`src/rtl/ctxsh_pkg.sv`:
```
package ctxsh_pkg;
  localparam int NSLOT   = 8;
  localparam int SLOT_AW = 3;

  typedef enum logic [SLOT_AW-1:0] {
    SL_ACC  = 3'd0,
    SL_FLG  = 3'd1,
    SL_BANK = 3'd2,
    SL_PCH  = 3'd3,
    SL_P0L  = 3'd4,
    SL_P0H  = 3'd5,
    SL_P1L  = 3'd6,
    SL_P1H  = 3'd7
  } slot_e;
endpackage

```
`src/rtl/ctxsh_decode.sv`:
```
module ctxsh_decode
  import ctxsh_pkg::*;
#(
  parameter int ADDR_W   = 12,
  parameter int BANK     = 31,
  parameter int BANK_SZ  = 128,
  parameter int SLOT_OFS = 100
) (
  input  logic [ADDR_W-1:0]  addr,
  output logic               hit,
  output logic [SLOT_AW-1:0] slot
);
  localparam int BANK_AW = $clog2(BANK_SZ);
  localparam int BASE    = BANK * BANK_SZ + SLOT_OFS;

  logic [ADDR_W-1:0] rel;

  always_comb begin
    rel  = addr - ADDR_W'(BASE);
    hit  = (rel < ADDR_W'(NSLOT));
    slot = rel[SLOT_AW-1:0];
  end


  always_comb begin
    in_bank_chk: assert (!hit || (int'(addr[ADDR_W-1:BANK_AW]) == BANK));
  end
endmodule

```
`src/rtl/ctxsh_store.sv`:
```
module ctxsh_store
  import ctxsh_pkg::*;
#(
  parameter int DW = 8
) (
  input  logic                       clk,
  input  logic                       rst_n,
  input  logic                       save_en,
  input  logic                       wr_en,
  input  logic [SLOT_AW-1:0]         wr_slot,
  input  logic [DW-1:0]              wr_data,
  input  logic [NSLOT-1:0][DW-1:0]   live_bytes,
  input  logic [NSLOT-1:0][DW-1:0]   keep_mask,
  output logic [NSLOT-1:0][DW-1:0]   shd_bytes
);
  logic [NSLOT-1:0][DW-1:0] shd_q;
  logic [NSLOT-1:0][DW-1:0] shd_d;
  logic [NSLOT-1:0]         shd_en;

  assign shd_bytes = shd_q;

  for (genvar i = 0; i < NSLOT; i++) begin : g_slot
    // next-state: automatic save takes precedence over software store
    always_comb begin
      shd_en[i] = save_en | (wr_en & (wr_slot == SLOT_AW'(i)));
      if (save_en) shd_d[i] = live_bytes[i] & keep_mask[i];
      else         shd_d[i] = wr_data & keep_mask[i];
    end

    // shadow data carries no reset: contents are undefined until first save
    always_ff @(posedge clk) begin
      if (shd_en[i]) shd_q[i] <= shd_d[i];
    end


    save_chk: assert property (@(posedge clk) disable iff (!rst_n)
      save_en |=> shd_q[i] == ($past(live_bytes[i]) & keep_mask[i]));


    sw_write_chk: assert property (@(posedge clk) disable iff (!rst_n)
      (wr_en && !save_en && wr_slot == SLOT_AW'(i))
        |=> shd_q[i] == ($past(wr_data) & keep_mask[i]));


    collide_chk: assert property (@(posedge clk) disable iff (!rst_n)
      (wr_en && save_en && wr_slot == SLOT_AW'(i))
        |=> shd_q[i] != ($past(wr_data) & keep_mask[i]) ||
            shd_q[i] == ($past(live_bytes[i]) & keep_mask[i]));


    hold_chk: assert property (@(posedge clk) disable iff (!rst_n)
      (!save_en && !(wr_en && wr_slot == SLOT_AW'(i))) |=> $stable(shd_q[i]));
  end
endmodule

```
`src/rtl/ctxsh_restore.sv`:
```
module ctxsh_restore
  import ctxsh_pkg::*;
#(
  parameter int DW      = 8,
  parameter int BANK_W  = 5,
  parameter int PTR_W   = 16,
  parameter int PCH_W   = 7,
  parameter int TO_BIT  = 4,
  parameter int PD_BIT  = 3
) (
  input  logic                     clk,
  input  logic                     rst_n,
  input  logic                     ret_req,
  input  logic                     enter_req,
  input  logic [NSLOT-1:0][DW-1:0] shd_bytes,
  input  logic [DW-1:0]            live_flags,
  output logic                     valid,
  output logic [DW-1:0]            rs_acc,
  output logic [DW-1:0]            rs_flags,
  output logic [BANK_W-1:0]        rs_bank_sel,
  output logic [PTR_W-1:0]         rs_ptr0,
  output logic [PTR_W-1:0]         rs_ptr1,
  output logic [PCH_W-1:0]         rs_pc_hi
);
  localparam logic [DW-1:0] LIVE_KEEP = (DW'(1) << TO_BIT) | (DW'(1) << PD_BIT);

  always_comb begin
    valid       = ret_req & ~enter_req;
    rs_acc      = shd_bytes[SL_ACC];
    rs_flags    = (shd_bytes[SL_FLG] & ~LIVE_KEEP) | (live_flags & LIVE_KEEP);
    rs_bank_sel = shd_bytes[SL_BANK][BANK_W-1:0];
    rs_pc_hi    = shd_bytes[SL_PCH][PCH_W-1:0];
    rs_ptr0     = {shd_bytes[SL_P0H], shd_bytes[SL_P0L]};
    rs_ptr1     = {shd_bytes[SL_P1H], shd_bytes[SL_P1L]};
  end


  live_bits_chk: assert property (@(posedge clk) disable iff (!rst_n)
    valid |-> (rs_flags[TO_BIT] == live_flags[TO_BIT]) &&
              (rs_flags[PD_BIT] == live_flags[PD_BIT]));


  valid_gate_chk: assert property (@(posedge clk) disable iff (!rst_n)
    valid |-> ret_req && !enter_req);
endmodule

```
`src/rtl/ctxsh_top.sv`:
```
module ctxsh_top
  import ctxsh_pkg::*;
#(
  parameter int DW       = 8,
  parameter int BANK_W   = 5,
  parameter int PTR_W    = 16,
  parameter int PCH_W    = 7,
  parameter int TO_BIT   = 4,
  parameter int PD_BIT   = 3,
  parameter int ADDR_W   = 12,
  parameter int BANK     = 31,
  parameter int BANK_SZ  = 128,
  parameter int SLOT_OFS = 100
) (
  input  logic              clk,
  input  logic              rst_n,
  input  logic [DW-1:0]     live_acc,
  input  logic [DW-1:0]     live_flags,
  input  logic [BANK_W-1:0] live_bank_sel,
  input  logic [PTR_W-1:0]  live_ptr0,
  input  logic [PTR_W-1:0]  live_ptr1,
  input  logic [PCH_W-1:0]  live_pc_hi,
  input  logic              irq_enter,
  input  logic              irq_ret,
  input  logic [ADDR_W-1:0] sw_addr,
  input  logic              sw_we,
  input  logic [DW-1:0]     sw_wdata,
  output logic [DW-1:0]     sw_rdata,
  output logic              push_req,
  output logic              restore_valid,
  output logic [DW-1:0]     rs_acc,
  output logic [DW-1:0]     rs_flags,
  output logic [BANK_W-1:0] rs_bank_sel,
  output logic [PTR_W-1:0]  rs_ptr0,
  output logic [PTR_W-1:0]  rs_ptr1,
  output logic [PCH_W-1:0]  rs_pc_hi
);
  localparam logic [DW-1:0] ONES     = '1;
  localparam logic [DW-1:0] FLG_MASK = ~((DW'(1) << TO_BIT) | (DW'(1) << PD_BIT));
  localparam logic [DW-1:0] BNK_MASK = DW'((1 << BANK_W) - 1);
  localparam logic [DW-1:0] PCH_MASK = DW'((1 << PCH_W) - 1);
  localparam logic [NSLOT-1:0][DW-1:0] KEEP =
    {ONES, ONES, ONES, ONES, PCH_MASK, BNK_MASK, FLG_MASK, ONES};

  logic [NSLOT-1:0][DW-1:0] live_bytes;
  logic [NSLOT-1:0][DW-1:0] shd_bytes;
  logic                     dec_hit;
  logic [SLOT_AW-1:0]       dec_slot;
  logic                     wr_en;

  always_comb begin
    live_bytes          = '0;
    live_bytes[SL_ACC]  = live_acc;
    live_bytes[SL_FLG]  = live_flags;
    live_bytes[SL_BANK] = DW'(live_bank_sel);
    live_bytes[SL_PCH]  = DW'(live_pc_hi);
    live_bytes[SL_P0L]  = live_ptr0[DW-1:0];
    live_bytes[SL_P0H]  = live_ptr0[PTR_W-1:DW];
    live_bytes[SL_P1L]  = live_ptr1[DW-1:0];
    live_bytes[SL_P1H]  = live_ptr1[PTR_W-1:DW];
  end

  ctxsh_decode #(
    .ADDR_W(ADDR_W), .BANK(BANK), .BANK_SZ(BANK_SZ), .SLOT_OFS(SLOT_OFS)
  ) u_dec (
    .addr(sw_addr), .hit(dec_hit), .slot(dec_slot)
  );

  assign wr_en    = sw_we & dec_hit;
  assign push_req = irq_enter;

  ctxsh_store #(.DW(DW)) u_store (
    .clk(clk), .rst_n(rst_n), .save_en(irq_enter), .wr_en(wr_en),
    .wr_slot(dec_slot), .wr_data(sw_wdata), .live_bytes(live_bytes),
    .keep_mask(KEEP), .shd_bytes(shd_bytes)
  );

  ctxsh_restore #(
    .DW(DW), .BANK_W(BANK_W), .PTR_W(PTR_W), .PCH_W(PCH_W),
    .TO_BIT(TO_BIT), .PD_BIT(PD_BIT)
  ) u_rst (
    .clk(clk), .rst_n(rst_n), .ret_req(irq_ret), .enter_req(irq_enter),
    .shd_bytes(shd_bytes), .live_flags(live_flags), .valid(restore_valid),
    .rs_acc(rs_acc), .rs_flags(rs_flags), .rs_bank_sel(rs_bank_sel),
    .rs_ptr0(rs_ptr0), .rs_ptr1(rs_ptr1), .rs_pc_hi(rs_pc_hi)
  );

  always_comb begin
    sw_rdata = dec_hit ? shd_bytes[dec_slot] : '0;
  end


  rd_match_chk: assert property (@(posedge clk) disable iff (!rst_n)
    (restore_valid && dec_hit && dec_slot == SL_ACC) |-> rs_acc == sw_rdata);


  push_chk: assert property (@(posedge clk) disable iff (!rst_n)
    push_req |-> !restore_valid);
endmodule

```
`config.mk`:
```
export PLATFORM = sky130hd
export DESIGN_NAME = ctxsh_top
export DESIGN_NICKNAME = d
export VERILOG_FILES = /design/src/rtl/ctxsh_pkg.sv /design/src/rtl/ctxsh_decode.sv /design/src/rtl/ctxsh_store.sv /design/src/rtl/ctxsh_restore.sv /design/src/rtl/ctxsh_top.sv
export SDC_FILE = /design/constraint.sdc
export NUM_CORES = 1
export LEC_CHECK = 0
export BUFFER_PORTS_ARGS = -buffer_cell sky130_fd_sc_hd__buf_2
export CAP_MARGIN = 20
export CORE_ASPECT_RATIO = 1.1
export CORE_UTILIZATION = 46
export DETAILED_ROUTE_END_ITERATION = 12
export PLACE_DENSITY = 0.82
export SLEW_MARGIN = 20
export SYNTH_ARGS = -nofsm -noshare
export SYNTH_HDL_FRONTEND = slang
export SYNTH_SLANG_ARGS = --single-unit
```
`constraint.sdc`:
```
create_clock -name clk -period 2 [get_ports clk]
set_clock_uncertainty 0.05 [all_clocks]
set_input_delay 0.1 -clock clk [delete_from_list [all_inputs] [get_ports clk]]
set_output_delay 0.1 -clock clk [all_outputs]
set_load 0.02 [all_outputs]
```
==> run_summary.xml <==
<?xml version="1.0" encoding="UTF-8"?>
<metrics>
  <group name="status">
    <metric name="outcome" unit="">finished, final reports clean</metric>
  </group>
  <group name="sta">
    <metric name="timing.final.crit_share" unit="%">89.19</metric>
    <metric name="setup_violations" unit="">0</metric>
    <metric name="relSlewSlack" unit="%">57.35</metric>
    <metric name="max_freq" unit="MHz">560.6</metric>
    <metric name="report.final.hold_viol_count" unit="">0</metric>
    <metric name="grt_setup_unrepaired" unit="">no</metric>
    <metric name="final.min_clock_period" unit="ns">1.784</metric>
    <metric name="totalNegativeSetupSlack" unit="ns">0</metric>
    <metric name="worst-slew-pin-transition" unit="ns">0.6397</metric>
    <metric name="max_slew_violation_count" unit="">0</metric>
  </group>
  <group name="pwr">
    <metric name="p_leak" unit="nW">2.136</metric>
    <metric name="cell_internal_pwr" unit="mW">2.348</metric>
    <metric name="peakVddDrop" unit="mV">0.5052</metric>
    <metric name="comb_power_share" unit="%">21.9</metric>
    <metric name="power_per_cell_area" unit="nW/um2">733.4</metric>
    <metric name="power.share.sequential" unit="%">47.2</metric>
    <metric name="switching_part_of_the_total_power" unit="%">27.57</metric>
    <metric name="power.switching" unit="mW">0.8940</metric>
    <metric name="clkPwrFrac" unit="%">30.9</metric>
  </group>
  <group name="finish">
    <metric name="design.final.nets" unit="">550</metric>
    <metric name="fill_cells" unit="">452</metric>
    <metric name="post_route_cells_drive_above_1_share" unit="%">39.45</metric>
    <metric name="seq_cell_area" unit="um2">1742</metric>
    <metric name="largest_register_ffs" unit="">58</metric>
    <metric name="area_growth" unit="%">46.72</metric>
    <metric name="multi_input_comb_area" unit="um2">1155</metric>
    <metric name="antenna_cells" unit="">0</metric>
    <metric name="layout.core_utilization" unit="%">70.94</metric>
  </group>
  <group name="setup_path">
    <metric name="worst-endpoint-arrival" unit="ns">1.63</metric>
    <metric name="worst_path_largest_cell_delay" unit="ns">0.48</metric>
    <metric name="timing.setup.critical_path_class" unit="">input pin to output port</metric>
    <metric name="critical_path_cell_count" unit="">7</metric>
    <metric name="crit_path_max_fanout" unit="">9</metric>
    <metric name="critPathSlowestCell" unit="">sky130_fd_sc_hd__o31ai_4</metric>
    <metric name="critical_path.startpoint" unit="">sw_addr[2]</metric>
    <metric name="timing.critical_path.cells" unit="">buf_2 -&gt; inv_2 -&gt; ha_1 -&gt; o31ai_4 -&gt; o211ai_4 -&gt; nor3_1 -&gt; buf_2</metric>
    <metric name="number_of_buffers_and_inverters_on_the_critical_path" unit="">3</metric>
    <metric name="crit_family" unit="">compound AO/OA/AOI/OAI gates</metric>
    <metric name="crit_path_frequent_cell" unit="">sky130_fd_sc_hd__buf_2</metric>
    <metric name="end_of_the_critical_path" unit="">sw_rdata[4]</metric>
    <metric name="critPathLaunchType" unit="">input pin</metric>
    <metric name="critPathCaptureType" unit="">output port</metric>
    <metric name="cp_data_required_time" unit="ns">1.85</metric>
  </group>
  <group name="yosys">
    <metric name="synth_edf_count" unit="">58</metric>
    <metric name="synth.net_count" unit="">362</metric>
    <metric name="per_instance_average_area_after_synthesis" unit="um2">10.92</metric>
    <metric name="synth_warnings" unit="">0</metric>
    <metric name="synth-main-ff-cell" unit="">sky130_fd_sc_hd__edfxtp_1</metric>
    <metric name="ys_async_sr_fraction" unit="%">0</metric>
    <metric name="synth_cell_types" unit="">32</metric>
    <metric name="seq_area_frac_synth" unit="%">57.81</metric>
    <metric name="synthesis.instances" unit="">276</metric>
    <metric name="ys_ff_latch" unit="">58</metric>
    <metric name="syn-cell-area" unit="um2">3013</metric>
  </group>
  <group name="routing">
    <metric name="dr.first_iter.drc_count" unit="">134</metric>
    <metric name="firstDrtPassIters" unit="">5</metric>
    <metric name="drt-wirelength-per-cell" unit="um">16.46</metric>
    <metric name="drc" unit="">0</metric>
    <metric name="routed-via-count" unit="">2830</metric>
    <metric name="route.detailed.vias_per_inst" unit="">5.155</metric>
    <metric name="wirelength" unit="mm">9.035</metric>
    <metric name="ant_nets" unit="">0</metric>
  </group>
  <group name="clock_network">
    <metric name="tritoncts_clock_tree" unit="">yes</metric>
    <metric name="cts_post_setup_buffers_inserted" unit="">0</metric>
    <metric name="clk_root_buffer_cell" unit="">sky130_fd_sc_hd__clkbuf_8</metric>
    <metric name="cts_buffers" unit="">9</metric>
    <metric name="cts-root-to-sink-buffers" unit="">2</metric>
    <metric name="cts.repair.resized" unit="">0</metric>
    <metric name="htree_levels" unit="">3</metric>
    <metric name="clk_pin_slew_worst_paths" unit="ns">0.06</metric>
    <metric name="clock-sinks" unit="">58</metric>
  </group>
  <group name="placed_design">
    <metric name="gp_routability_congestion" unit="">0.8053</metric>
    <metric name="io_buffer_count" unit="">149</metric>
    <metric name="place_hpwl" unit="mm">6.180</metric>
  </group>
  <group name="global_routing">
    <metric name="grt_start_max_net_pins" unit="">41</metric>
    <metric name="gr-usage-all-layers" unit="%">27.11</metric>
    <metric name="first_global_vias" unit="">2765</metric>
    <metric name="grt_remaining_overflow" unit="">0</metric>
    <metric name="grt_first_pass_wirelength" unit="mm">13.57</metric>
    <metric name="number_of_antenna_violations_at_the_first_check_in_global_routing" unit="">0</metric>
  </group>
  <group name="floorplan">
    <metric name="design.portCount" unit="">155</metric>
    <metric name="die_width" unit="um">79.17</metric>
    <metric name="initial_utilization" unit="%">48.35</metric>
    <metric name="fp.dieArea" unit="um2">6878</metric>
    <metric name="num_rows" unit="">30</metric>
    <metric name="die_h" unit="um">86.88</metric>
    <metric name="core_area" unit="um2">6231</metric>
  </group>
  <group name="min_path">
    <metric name="min-delay-path-class" unit="">input pin to flop</metric>
  </group>
  <group name="run">
    <metric name="cap_violations" unit="">0</metric>
  </group>
</metrics>
-- through the flow --
step	worst slack [ns]	hold slack [ns]	power, mW	cells	instance area, um2
2_1_floorplan	0.3511	0.2332	1.933	276	3013
3_3_place_gp	0.2153	0.1501	2.181	493	3842
3_5_place_dp	0.1135	0.1501	2.200	493	3842
4_1_cts	0.2105	0.0008964	3.247	549	4420
5_1_grt	0.07939	0.009655	3.364	549	4420
6_report	0.2161	0.008615	3.242	549	4420
-- worst min-delay path: stages --
cell                      delay (ns)
sky130_fd_sc_hd__buf_2          0.08
sky130_fd_sc_hd__nand2_1        0.04
sky130_fd_sc_hd__nand2_1        0.05
-- cell usage in the layout (no fill, tap or decap), types with 2 or more instances in the layout --
cell and n:
sky130_fd_sc_hd__buf_2 149, sky130_fd_sc_hd__nand2_1 124, sky130_fd_sc_hd__edfxtp_1 58, sky130_fd_sc_hd__dlygate4sd3_1 40, sky130_fd_sc_hd__mux4_2 11, sky130_fd_sc_hd__clkbuf_8 9, sky130_fd_sc_hd__nand2b_1 8, sky130_fd_sc_hd__a41o_1 8
sky130_fd_sc_hd__nor2_1 7, sky130_fd_sc_hd__buf_4 7, sky130_fd_sc_hd__nand3_1 4, sky130_fd_sc_hd__a21oi_1 4, sky130_fd_sc_hd__nor3_1 3, sky130_fd_sc_hd__mux2i_1 3, sky130_fd_sc_hd__clkbuf_1 3, sky130_fd_sc_hd__nor3b_1 2
sky130_fd_sc_hd__o211ai_1 2, sky130_fd_sc_hd__o21ai_0 2, sky130_fd_sc_hd__mux2_2 2, sky130_fd_sc_hd__a221oi_1 2, sky130_fd_sc_hd__nor2b_1 2, sky130_fd_sc_hd__and3_1 2, sky130_fd_sc_hd__clkinv_1 2, sky130_fd_sc_hd__buf_12 2
-- worst min path at each step --
| stage | from | end | slack [ns] | depth (start not counted) |
|---|---|---|---|---|
| finish | live_pc_hi[3] | u_store.shd_bytes[27] | 0.009 | 3 |
| detailed placement | live_flags[3] | rs_flags[3] | 0.15 | 0 |
| CTS | live_pc_hi[3] | u_store.shd_bytes[27] | 0.0009 | 3 |
| global route | live_acc[7] | u_store.shd_bytes[7] | 0.01 | 3 |
| global placement | live_flags[3] | rs_flags[3] | 0.15 | 0 |
| floorplan | live_bank_sel[3] | u_store.shd_bytes[19] | 0.23 | 2 |
-- area by class of cell --
type / count / area share [%]
Sequential cell: 58 / 39.40
Timing Repair Buffer: 198 / 28.02
Inverter: 2 / 0.1698
Clock inverter: 4 / 0.9624
Multi-Input combinational cell: 195 / 26.13
Tap cell: 80 / 2.264
Clock buffer: 12 / 3.057
-- repair_timing --
action	4_1_cts	5_1_grt
hold buffers	40	0
hold endpoints to repair	40	0
endpoints found under the setup margin	0	0
-- cell usage after synthesis, types with 4 or more instances --
master,number,area (um2)
sky130_fd_sc_hd__a21oi_1,4,20.02
sky130_fd_sc_hd__nand3_1,4,20.02
sky130_fd_sc_hd__nor2_1,7,26.28
sky130_fd_sc_hd__buf_4,4,30.03
sky130_fd_sc_hd__nand2b_1,8,50.05
sky130_fd_sc_hd__mux4_2,11,247.7
sky130_fd_sc_hd__buf_2,6,30.03
sky130_fd_sc_hd__edfxtp_1,58,1742
sky130_fd_sc_hd__nand2_1,124,465.5
sky130_fd_sc_hd__clkbuf_1,10,37.54
sky130_fd_sc_hd__a41o_1,8,80.08
-- logic make-up (layout without fill, tap and decap cells) --
kind of cell	count (synthesis)	in the layout	share of synthesized area, %
buf+inv	23	216	3.862
compound gates	20	20	6.146
flops	58	58	57.81
simple gates	158	158	21.80
fa+ha+maj	1	1	0.4152
mux	16	16	9.967
-- power groups by stage --
| stage | clock network (mW) | logic (mW) | registers (mW) |
|---|---|---|---|
| global route | 1.06 | 0.760 | 1.54 |
| CTS | 1.01 | 0.706 | 1.53 |
| global placement | 0 | 0.634 | 1.55 |
| floorplan | 0 | 0.246 | 1.69 |
| detailed placement | 0 | 0.645 | 1.56 |
| finish | 1.00 | 0.709 | 1.53 |
-- routing by layer --
layer | global-route usage, % | wire length, um | vias up | part of all wire, %
li1 | - | - | 1347 | -
met2 | 51.65 | 4986 | 139 | 55
met3 | 5.654 | 611 | 14 | 6.8
met4 | 11.40 | 136 | 0 | 1.5
met1 | 28.65 | 3300 | 1330 | 37
met5 | 0 | 0 | - | 0
Note: power is estimated with default switching activity, not from simulation.
